===== src/rtl/lic_pkg.sv =====
package lic_pkg;

  typedef struct packed {
    logic       avec;
    logic [2:0] lvl;
    logic [1:0] pri;
  } icr_t;

  localparam logic [2:0] EXT_SLOT = 3'd2;

  // map a 2-bit rank into the 5-slot order, leaving slot 2 for the external pin
  function automatic logic [2:0] slot_of(input logic [1:0] pri);
    logic [2:0] s;
    case (pri)
      2'b11:   s = 3'd4;
      2'b10:   s = 3'd3;
      2'b01:   s = 3'd1;
      default: s = 3'd0;
    endcase
    return s;
  endfunction

  function automatic icr_t pack_icr(input logic [7:0] b);
    icr_t r;
    r.avec = b[7];
    r.lvl  = b[4:2];
    r.pri  = b[1:0];
    return r;
  endfunction

  function automatic logic [7:0] unpack_icr(input icr_t r);
    return {r.avec, 2'b00, r.lvl, r.pri};
  endfunction

endpackage


===== src/rtl/lic_regs.sv =====
module lic_regs
  import lic_pkg::*;
#(
  parameter int N_SRC = 10,
  parameter int AW    = 8,
  parameter int BASE  = 'h4C
) (
  input  logic                   clk,
  input  logic                   rst_n,
  input  logic [AW-1:0]          addr_i,
  input  logic                   wr_i,
  input  logic [7:0]             wdata_i,
  output logic [7:0]             rdata_o,
  output icr_t [N_SRC-1:0]       icr_o
);

  logic [AW-1:0] off;
  logic          hit;
  icr_t [N_SRC-1:0] icr_d, icr_q;

  assign off = addr_i - AW'(BASE);
  assign hit = (addr_i >= AW'(BASE)) && (off < AW'(N_SRC));

  for (genvar g = 0; g < N_SRC; g++) begin : g_reg
    logic sel;
    assign sel = wr_i && hit && (off == AW'(g));

    always_comb begin
      icr_d[g] = icr_q[g];
      if (sel) icr_d[g] = pack_icr(wdata_i);
    end

    always_ff @(posedge clk or negedge rst_n) begin
      if (!rst_n) icr_q[g] <= '0;
      else if (sel) icr_q[g] <= icr_d[g];
    end
  end

  always_comb begin
    rdata_o = 8'h00;
    for (int i = 0; i < N_SRC; i++) begin
      if (hit && off == AW'(i)) rdata_o = unpack_icr(icr_q[i]);
    end
  end

  assign icr_o = icr_q;

endmodule


===== src/rtl/lic_arb.sv =====
module lic_arb
  import lic_pkg::*;
#(
  parameter int N_SRC = 10,
  parameter int IDW   = 4
) (
  input  icr_t [N_SRC-1:0] icr_i,
  input  logic [N_SRC-1:0] req_i,
  input  logic [2:0]       ext_lvl_i,
  input  logic             ext_avec_i,
  output logic [2:0]       win_lvl_o,
  output logic [IDW-1:0]   win_id_o,
  output logic             win_avec_o
);

  localparam logic [IDW-1:0] ID_EXT  = IDW'(N_SRC);
  localparam logic [IDW-1:0] ID_NONE = '1;

  logic [N_SRC-1:0][5:0] key;
  logic [5:0]            ext_key;

  for (genvar g = 0; g < N_SRC; g++) begin : g_key
    assign key[g] = (req_i[g] && icr_i[g].lvl != 3'd0)
                  ? {icr_i[g].lvl, slot_of(icr_i[g].pri)} : 6'd0;
  end

  assign ext_key = (ext_lvl_i != 3'd0) ? {ext_lvl_i, EXT_SLOT} : 6'd0;

  always_comb begin
    logic [5:0] best;
    best       = 6'd0;
    win_id_o   = ID_NONE;
    win_avec_o = 1'b0;
    // strict compare from index 0 upward keeps the lower index on a tie
    for (int i = 0; i < N_SRC; i++) begin
      if (key[i] > best) begin
        best       = key[i];
        win_id_o   = IDW'(i);
        win_avec_o = icr_i[i].avec;
      end
    end
    if (ext_key > best) begin
      best       = ext_key;
      win_id_o   = ID_EXT;
      win_avec_o = ext_avec_i;
    end
    win_lvl_o = best[5:3];
  end

endmodule


===== src/rtl/lic_ack.sv =====
module lic_ack #(
  parameter int IDW       = 4,
  parameter int VW        = 8,
  parameter int AVEC_BASE = 24
) (
  input  logic           clk,
  input  logic           rst_n,
  input  logic           iack_i,
  input  logic [2:0]     win_lvl_i,
  input  logic [IDW-1:0] win_id_i,
  input  logic           win_avec_i,
  output logic [2:0]     ipl_o,
  output logic           ack_valid_o,
  output logic [2:0]     ack_lvl_o,
  output logic [IDW-1:0] ack_src_o,
  output logic           ack_autovec_o,
  output logic [VW-1:0]  ack_vec_o
);

  logic           frz_q, frz_d;
  logic           cap, upd;
  logic [2:0]     ipl_q, ipl_d;
  logic [2:0]     lvl_q, lvl_d;
  logic [IDW-1:0] src_q, src_d;
  logic           av_q, av_d;
  logic [VW-1:0]  vec_q, vec_d;

  assign cap = iack_i & ~frz_q;
  assign upd = ~frz_q;

  always_comb begin
    frz_d = iack_i;
    ipl_d = upd ? win_lvl_i : ipl_q;
    lvl_d = lvl_q;
    src_d = src_q;
    av_d  = av_q;
    vec_d = vec_q;
    if (cap) begin
      lvl_d = win_lvl_i;
      src_d = win_id_i;
      av_d  = win_avec_i;
      vec_d = win_avec_i ? (VW'(AVEC_BASE) + VW'(win_lvl_i)) : '0;
    end
  end

  always_ff @(posedge clk or negedge rst_n) begin
    if (!rst_n) begin
      frz_q <= 1'b0;
      ipl_q <= '0;
      lvl_q <= '0;
      src_q <= '0;
      av_q  <= 1'b0;
      vec_q <= '0;
    end else begin
      frz_q <= frz_d;
      if (upd) ipl_q <= ipl_d;
      if (cap) begin
        lvl_q <= lvl_d;
        src_q <= src_d;
        av_q  <= av_d;
        vec_q <= vec_d;
      end
    end
  end

  assign ipl_o         = ipl_q;
  assign ack_valid_o   = frz_q;
  assign ack_lvl_o     = lvl_q;
  assign ack_src_o     = src_q;
  assign ack_autovec_o = av_q;
  assign ack_vec_o     = vec_q;

endmodule


===== src/rtl/lic_top.sv =====
module lic_top
  import lic_pkg::*;
#(
  parameter int N_SRC     = 10,
  parameter int AW        = 8,
  parameter int BASE      = 'h4C,
  parameter int VW        = 8,
  parameter int AVEC_BASE = 24,
  localparam int IDW      = $clog2(N_SRC + 2)
) (
  input  logic             clk,
  input  logic             rst_n,
  input  logic [AW-1:0]    reg_addr_i,
  input  logic             reg_wr_i,
  input  logic [7:0]       reg_wdata_i,
  output logic [7:0]       reg_rdata_o,
  input  logic [N_SRC-1:0] src_req_i,
  input  logic [3:0]       ext_pin_i,
  input  logic             ext_autovec_i,
  input  logic             iack_i,
  output logic [2:0]       ipl_o,
  output logic             ack_valid_o,
  output logic [2:0]       ack_lvl_o,
  output logic [IDW-1:0]   ack_src_o,
  output logic             ack_autovec_o,
  output logic [VW-1:0]    ack_vec_o
);

  icr_t [N_SRC-1:0] icr;
  logic [2:0]       ext_lvl;
  logic [2:0]       win_lvl;
  logic [IDW-1:0]   win_id;
  logic             win_avec;

  // pin 3 forces the top level, otherwise pins 2:0 carry the level in binary
  always_comb begin
    if (ext_pin_i[3]) ext_lvl = 3'd7;
    else              ext_lvl = ext_pin_i[2:0];
  end

  lic_regs #(.N_SRC(N_SRC), .AW(AW), .BASE(BASE)) u_regs (
    .clk     (clk),
    .rst_n   (rst_n),
    .addr_i  (reg_addr_i),
    .wr_i    (reg_wr_i),
    .wdata_i (reg_wdata_i),
    .rdata_o (reg_rdata_o),
    .icr_o   (icr)
  );

  lic_arb #(.N_SRC(N_SRC), .IDW(IDW)) u_arb (
    .icr_i      (icr),
    .req_i      (src_req_i),
    .ext_lvl_i  (ext_lvl),
    .ext_avec_i (ext_autovec_i),
    .win_lvl_o  (win_lvl),
    .win_id_o   (win_id),
    .win_avec_o (win_avec)
  );

  lic_ack #(.IDW(IDW), .VW(VW), .AVEC_BASE(AVEC_BASE)) u_ack (
    .clk           (clk),
    .rst_n         (rst_n),
    .iack_i        (iack_i),
    .win_lvl_i     (win_lvl),
    .win_id_i      (win_id),
    .win_avec_i    (win_avec),
    .ipl_o         (ipl_o),
    .ack_valid_o   (ack_valid_o),
    .ack_lvl_o     (ack_lvl_o),
    .ack_src_o     (ack_src_o),
    .ack_autovec_o (ack_autovec_o),
    .ack_vec_o     (ack_vec_o)
  );

endmodule


===== config.mk =====
export PLATFORM = sky130hd
export DESIGN_NAME = lic_top
export DESIGN_NICKNAME = d
export VERILOG_FILES = /design/src/rtl/lic_pkg.sv /design/src/rtl/lic_regs.sv /design/src/rtl/lic_arb.sv /design/src/rtl/lic_ack.sv /design/src/rtl/lic_top.sv
export SDC_FILE = /design/constraint.sdc
export NUM_CORES = 1
export LEC_CHECK = 0
export BUFFER_PORTS_ARGS = -buffer_cell sky130_fd_sc_hd__buf_4
export CAP_MARGIN = 20
export CORE_MARGIN = 5
export CORE_UTILIZATION = 30
export DETAILED_ROUTE_END_ITERATION = 8
export GPL_TIMING_DRIVEN = 1
export HOLD_SLACK_MARGIN = 0.06
export SKIP_CTS_REPAIR_TIMING = 1
export SLEW_MARGIN = 20
export SYNTH_ARGS = -nofsm -noshare
export SYNTH_HDL_FRONTEND = slang
export SYNTH_SLANG_ARGS = --single-unit

===== constraint.sdc =====
create_clock -name clk -period 41.7 [get_ports clk]
set_input_delay 8.34 -clock clk [delete_from_list [all_inputs] [get_ports clk]]
set_output_delay 8.34 -clock clk [all_outputs]
set_load 0.05 [all_outputs]

Word level (Yosys, flattened, before mapping)
Index checks and enable logic that the tools add are counted.

Register bits after elaboration: 80. Input port bits: 35. Logic and storage cells: 202.

Add/sub/neg operators: 2. $lt $le $gt $ge: 13. Equality and inequality tests: 39. Multiplexer cells: 66. Bitwise logic cells: 2. Reduce and logical (&&, ||, !) cells: 44.

Operator list (count): 6-bit two-way mux (22); 3-bit one-hot mux with 3 select lines (10); 8-bit two-way mux (11); 6-bit > comparator (10); 4-bit two-way mux (11); 2-bit equality test, second input constant (20); 3-bit nonzero test (11); 8-bit by 3-bit equality test with 1-bit output, second input constant (4); 1-bit logical AND (32); 2-bit by 1-bit equality test with 1-bit output, second input constant (10); 8-bit by 2-bit equality test with 1-bit output, second input constant (2); 8-bit by 4-bit equality test with 1-bit output, second input constant (2); 1-bit two-way mux (11); 8-bit by 1-bit equality test with 1-bit output, second input constant (1); 8-bit by 7-bit greater-or-equal comparator with 1-bit output, second input constant (1); 8-bit zero test (1); 8-bit by 4-bit < comparator with 1-bit output, second input constant (1); 8-bit by 7-bit subtractor with 8-bit output, second input constant (1); 5-bit by 3-bit adder with 6-bit output, first input constant (1); 6-bit by 1-bit > comparator with 1-bit output, second input constant (1); 3-bit two-way mux (1); 1-bit bitwise AND (1); 1-bit inverter (1).

Depth between registers and ports, before layout
Word-level depth: 27. Gate-level depth with buffers: 94. Gate-level depth less buffers: 87.

Cells and area by module
Synthesis repeated with hierarchy kept, for this count alone.

Cell total of the unflattened synthesis: 790. Area total of the unflattened synthesis: 7219.4 um^2.

Modules (own cells, without submodules): lic_arb (times used 1, cells an instance 478, area an instance 3423.3 um^2, sequential area each 0.0 um^2); lic_regs (times used 1, cells an instance 266, area an instance 3138.0 um^2, sequential area each 1501.4 um^2); lic_ack (times used 1, cells an instance 43, area an instance 639.4 um^2, sequential area each 375.4 um^2); lic_top (times used 1, cells an instance 3, area an instance 18.8 um^2, sequential area each 0.0 um^2).

Worst setup path after synthesis
No wires, ideal clock.

Path kind: input to register. From: input port src_req_i[0]. To: register u_ack.vec_q[0] (netlist: u_ack.ack_vec_o[0]). Arrival: 24149 ps. Required time: 41610 ps. Path slack: 17461 ps. Stages on the path: 83. Cell sequence: clkbuf_2 > and2_1 > nand2_1 > ha_1 > nor2b_1 > o21ai_1 > nand3_2 > a311oi_2 > ha_1 > nand4_1 > or2_1 > o31a_1 > buf_2 > buf_1 > mux2_2 > ha_1 > nor2b_1 > o21bai_1 > (+47 left out) > nor2_1 > a21oi_1 > ha_1 > a21oi_1 > o21bai_1 > a21oi_1 > a21boi_0 > o22a_1 > nand2_1 > clkbuf_1 > nor2_1 > a21o_1 > ha_1 > nand4_1 > o31ai_1 > o22ai_4 > or2_1 > o221ai_1.

Cells in the longest elaborated chain, start to end: 26. Elaborated cells between the ends (all ways): 37.

Ends and longest elaborated chain: start: declaration (line lic_top.sv:17) `input logic [N_SRC-1:0] src_req_i,`; 1-bit logical AND (*) (line lic_arb.sv:23) `assign key[g] = (req_i[g] && icr_i[g].lvl != 3'd0)`; 6-bit two-way mux (*) (line lic_arb.sv:24) `? {icr_i[g].lvl, slot_of(icr_i[g].pri)} : 6'd0;`; 6-bit by 1-bit > comparator with 1-bit output (line lic_arb.sv:36) `if (key[i] > best) begin`; 6-bit two-way mux (line lic_arb.sv:36); 6-bit > comparator (line lic_arb.sv:36); 6-bit two-way mux (line lic_arb.sv:36); 6-bit > comparator (line lic_arb.sv:36); 6-bit two-way mux (line lic_arb.sv:36); (+10 left out); 6-bit > comparator (line lic_arb.sv:36); 6-bit two-way mux (line lic_arb.sv:36); 6-bit > comparator (line lic_arb.sv:36); 6-bit two-way mux (line lic_arb.sv:36); 6-bit > comparator (line lic_arb.sv:42) `if (ext_key > best) begin`; 6-bit two-way mux (line lic_arb.sv:42); 5-bit by 3-bit adder with 6-bit output (line lic_ack.sv:42) `vec_d = win_avec_i ? (VW'(AVEC_BASE) + VW'(win_lvl_i)) : '0;`; 8-bit two-way mux (*) (line lic_ack.sv:42); end signal: assignment (line lic_ack.sv:61) `vec_q <= vec_d;`; end: declaration (line lic_ack.sv:26) `logic [VW-1:0] vec_q, vec_d;`.

Every way passes the cells marked *; elsewhere a longest branch is shown, timed or not. A chain may end at the register's enable or synchronous reset.

Worst setup path in the final report
From: input port src_req_i[1]. To: register u_ack.vec_q[1] (netlist: u_ack.ack_vec_o[1]).

Cells in the longest elaborated chain, start to end: 24. Elaborated cells between the ends (all ways): 34.

Ends and longest elaborated chain (line): 1-bit logical AND (*) (lic_arb.sv:23); 6-bit two-way mux (*) (lic_arb.sv:24); 6-bit > comparator (lic_arb.sv:36); 6-bit two-way mux (lic_arb.sv:36); 6-bit > comparator (lic_arb.sv:36); 6-bit two-way mux (lic_arb.sv:36); 6-bit > comparator (lic_arb.sv:36); 6-bit two-way mux (lic_arb.sv:36); (+8 left out); 6-bit > comparator (lic_arb.sv:36); 6-bit two-way mux (lic_arb.sv:36); 6-bit > comparator (lic_arb.sv:36); 6-bit two-way mux (lic_arb.sv:36); 6-bit > comparator (lic_arb.sv:42); 6-bit two-way mux (lic_arb.sv:42); 5-bit by 3-bit adder with 6-bit output (lic_ack.sv:42); 8-bit two-way mux (*) (lic_ack.sv:42).

Marked as above.

==> qor_table.md <==
| Item | This run | Unit |
| --- | --- | --- |
| Outcome | complete, no violations | - |
| Drt drc | 0 | - |
| Kind of cell adding the most delay to the critical path | compound AO/OA/AOI/OAI gates | - |
| Clock tree from TritonCTS | built | - |
| Port Buffer Count | 55 | - |
| Residual antenna-violating net count after detailed routing | 0 | - |
| Fin nets | 925 | - |
| Min-Delay Path Class | reg -> reg | - |
| Crit path max-delay cell type | a31oi_1 | - |
| Layout cell share with drive strength beyond 1 | 21.1 | % |
| Post-synth design cell area | 6990 | sq um |
| Slew at the pin with the worst max-slew slack | 1110 | ps |
| Wire length of the first global-routing pass | 30300 | microns |
| Min Tclk post-route | 26590 | ps |
| Kind of end point of the critical path | flip-flop | - |
| Switching power total | 285 | uW |
| Flops & latches, synth | 75 | - |
| P_int | 297 | uW |
| Average via count per standard cell | 5.21 | - |
| Number of H-tree branching levels | 3 | - |
| Final GP Congestion | 0.791 | - |
| Number of top-level pins | 63 | - |
| Endpoint arrival time on the critical path | 26840 | ps |
| Hold Slack | 493 | ps |
| Ratio of final minimum period to clock period | 63.8 | % |
| Share of synthesized area occupied by flip-flops and latches | 26.9 | % |
| Post-synthesis cell type with the largest combined area | dfrtp_1 | - |
| Pin count of the biggest net entering global routing | 76 | - |
| Insertion delay to the later sink of the worst-skew pair | 340 | ps |
| Share of power burned in registers | 15.3 | % |
| Number of different library cells in the post-synthesis netlist | 87 | - |
| Detailed placement HPWL | 14500 | microns |
| Number of antenna violations at the first check in global routing | 0 | - |
| Area of the placeable core | 22800 | sq um |
| LEAKAGE | 3.72 | nW |
| Post-layout util | 34.7 | % |
| Combinational fraction of design power | 72.8 | % |
| Most used flip-flop cell after synthesis | dfrtp_1 | - |
| Clock Power Share | 11.8 | % |
| Root buffer selected by CTS | clkbuf_16 | - |
| Die X | 163 | microns |
| Post-Route Skew | 4.86 | ps |
| Number of clock buffers inserted by TritonCTS | 9 | - |
| Power per cell area | 73.6 | nW/um^2 |
| Most used cell, CP | ha_1 | - |
| First DRT Iteration DRCs | 358 | - |
| Reported max-cap violation count | 0 | - |
| Stage delay of the slowest cell on the critical path | 850 | ps |
| Total routing usage reported by global routing | 14.1 | % |
| Overflow left after global routing | 0 | - |
| Pre-antenna DRT Iters | 6 | - |
| Setup TNS after final layout | 0 | ps |
| Number of global-route vias before repair | 5820 | - |
| Share of async-settable or async-resettable flops after synthesis | 100 | % |
| Clock transition at path regs | 60 | ps |
| Detailed-route wire length | 18500 | microns |
| Switching part of the total power | 49.0 | % |
| Layout Area Growth over Synthesis | 13.1 | % |
| Crit path buffers/inverters | 3 | - |
| Worst slew slack as a fraction of its limit | 25.8 | % |
| Classification of the worst setup path | in -> reg | - |
| Final standard cell count with taps included and fillers excluded | 1138 | - |
| Vias after detailed routing | 5934 | - |
| Required time of the worst setup path | 41960 | ps |
| Antenna cell count | 0 | - |
| Mean cell area of the mapped netlist | 8.88 | sq um |
| Gate count after technology mapping | 787 | - |
| Setup repair after global routing missed its margin | false | - |
| Syn. warnings | 0 | - |
| Die Y-Extent | 163 | microns |
| Number of enable-type register cells in the synthesized netlist | 0 | - |
| Yosys top cell area share | 26.9 | % |
| Critical Path Source Type | input pin | - |
| Starting density of the core | 30.7 | % |
| Routed len/inst | 16.3 | microns |
| Crit Path Max Fanout | 17 | - |
| Total power draw | 582 | uW |
| Ranking of synthesized cells by area | dfrtp_1 27%, ha_1 12%, mux2_2 11% | - |
| Number of pins with negative max-slew slack in the final report | 0 | - |
| Peak VDD IR | 0.0000996 | V |
| Inst Count DP | 1124 | - |
| Max Clk Rate | 0.0376 | GHz |
| Cell row count | 55 | - |
| Deepest clock path buffer count | 2 | - |
| Die area | 26500 | sq um |
| Final hold viol count | 0 | - |
| Sinks on Clock Net | 75 | - |
| Final setup violation count | 0 | - |
-- power by group through the flow --
stage | clock network [mW] | registers, mW | logic, mW
3_5_place_dp | 0 | 0.0902 | 0.419
4_1_cts | 0.0703 | 0.0892 | 0.424
2_1_floorplan | 0 | 0.108 | 0.318
6_report | 0.0689 | 0.0892 | 0.424
5_1_grt | 0.0727 | 0.0905 | 0.472
3_3_place_gp | 0 | 0.0903 | 0.418
-- cells in the final DEF (no fill, tap or decap), types with 10 or more instances in the layout --
cell type,n
nand3_1,17
nand2b_1,13
ha_1,68
buf_4,57
mux2i_1,15
and3_1,10
a31oi_1,13
nand2_1,94
mux2_2,66
inv_1,43
a21oi_1,49
and2_1,33
dfrtp_1,75
o21ai_0,26
o31a_1,11
nor2_1,58
-- sequential cells by signal, indices dropped and copies added, names as in the netlist --
| register | flops |
|---|---|
| u_ack.ack_lvl_o | 3 |
| u_ack.ack_src_o | 4 |
| u_ack.ack_valid_o | 1 |
| u_ack.ack_vec_o | 4 |
| u_ack.ipl_o | 3 |
| u_regs.icr_o | 60 |
-- metal layers --
layer | share of wire [%] | GRT usage [%] | routed length (microns)
met2 | 46 | 23.2 | 8560
met4 | 1.5 | 3.89 | 271
met1 | 47 | 19.5 | 8790
met3 | 4.8 | 1.95 | 893
met5 | 0 | 0 | 0
-- metrics by stage --
| step | area [sq um] | worst slack, ps |
|---|---|---|
| 6_report | 7900 | 15110 |
| 5_1_grt | 7900 | 13490 |
| 4_1_cts | 7890 | 14380 |
| 3_5_place_dp | 7640 | 14050 |
| 3_3_place_gp | 7640 | 14110 |
| 2_1_floorplan | 7000 | 17460 |
-- worst min-delay path, stage by stage (launching register included) --
cell and delay, ps:
dfrtp_1 350, nand2_1 50, o221ai_1 60
-- cells in the mapped netlist, types with 5 or more instances --
library cell	count
a21oi_1	50
nand4_1	8
nand2b_1	13
nor3_1	8
nor2b_1	8
mux4_2	6
dfrtp_1	75
buf_1	8
inv_1	43
o31a_1	11
mux2i_1	15
a22oi_1	8
nand2_1	94
and2_1	33
a222oi_1	5
buf_4	8
nor2_1	58
o21ai_0	26
clkbuf_1	17
o21bai_1	5
and3_1	10
ha_1	68
mux2_2	66
a31oi_1	13
o21ai_1	8
nand3_1	17
a21o_1	7
-- worst paths after layout --
check                      slack [ps]                             end                           start  depth (start not counted)
setup / recovery                15110  u_ack.ack_vec_o[1]$_DFFE_PN0P_                    src_req_i[1]                         76
hold / removal                    490  u_ack.ack_vec_o[2]$_DFFE_PN0P_  u_ack.ack_vec_o[2]$_DFFE_PN0P_                          2
setup reg to reg                22480  u_ack.ack_vec_o[1]$_DFFE_PN0P_     u_regs.icr_o[3]$_DFFE_PN0P_                         76
hold reg to reg                   490  u_ack.ack_vec_o[2]$_DFFE_PN0P_  u_ack.ack_vec_o[2]$_DFFE_PN0P_                          2
max in group asynchronous       32900    u_regs.icr_o[13]$_DFFE_PN0P_                           rst_n                          1
min in group asynchronous        8150  u_ack.ack_vec_o[1]$_DFFE_PN0P_                           rst_n                          1
-- cell families (layout without fill, tap and decap cells) --
logic type / after synthesis / after routing / share of synthesized area, %
AND/OR/NAND/NOR: 270 / 270 / 19.1
AO/OA/AOI/OAI: 198 / 198 / 20.7
multiplexers: 92 / 92 / 15.9
buffers and inverters: 80 / 114 / 4.89
flip-flops: 75 / 75 / 26.9
adder cells (fa/ha/maj): 69 / 69 / 12.3
XOR/XNOR: 2 / 2 / 0.251
other: 1 / 5 / 0.0537
-- area by class of cell --
class                           instances  area (sq um)
Clock buffer                           11           233
Fill cell                            2345         14900
Multi-Input combinational cell        636          4800
Tap cell                              313           392
Inverter                               43           161
Sequential cell                        75          1880
Timing Repair Buffer                   57           428
Clock inverter                          3          17.5
(Power assumes the default switching activity.)
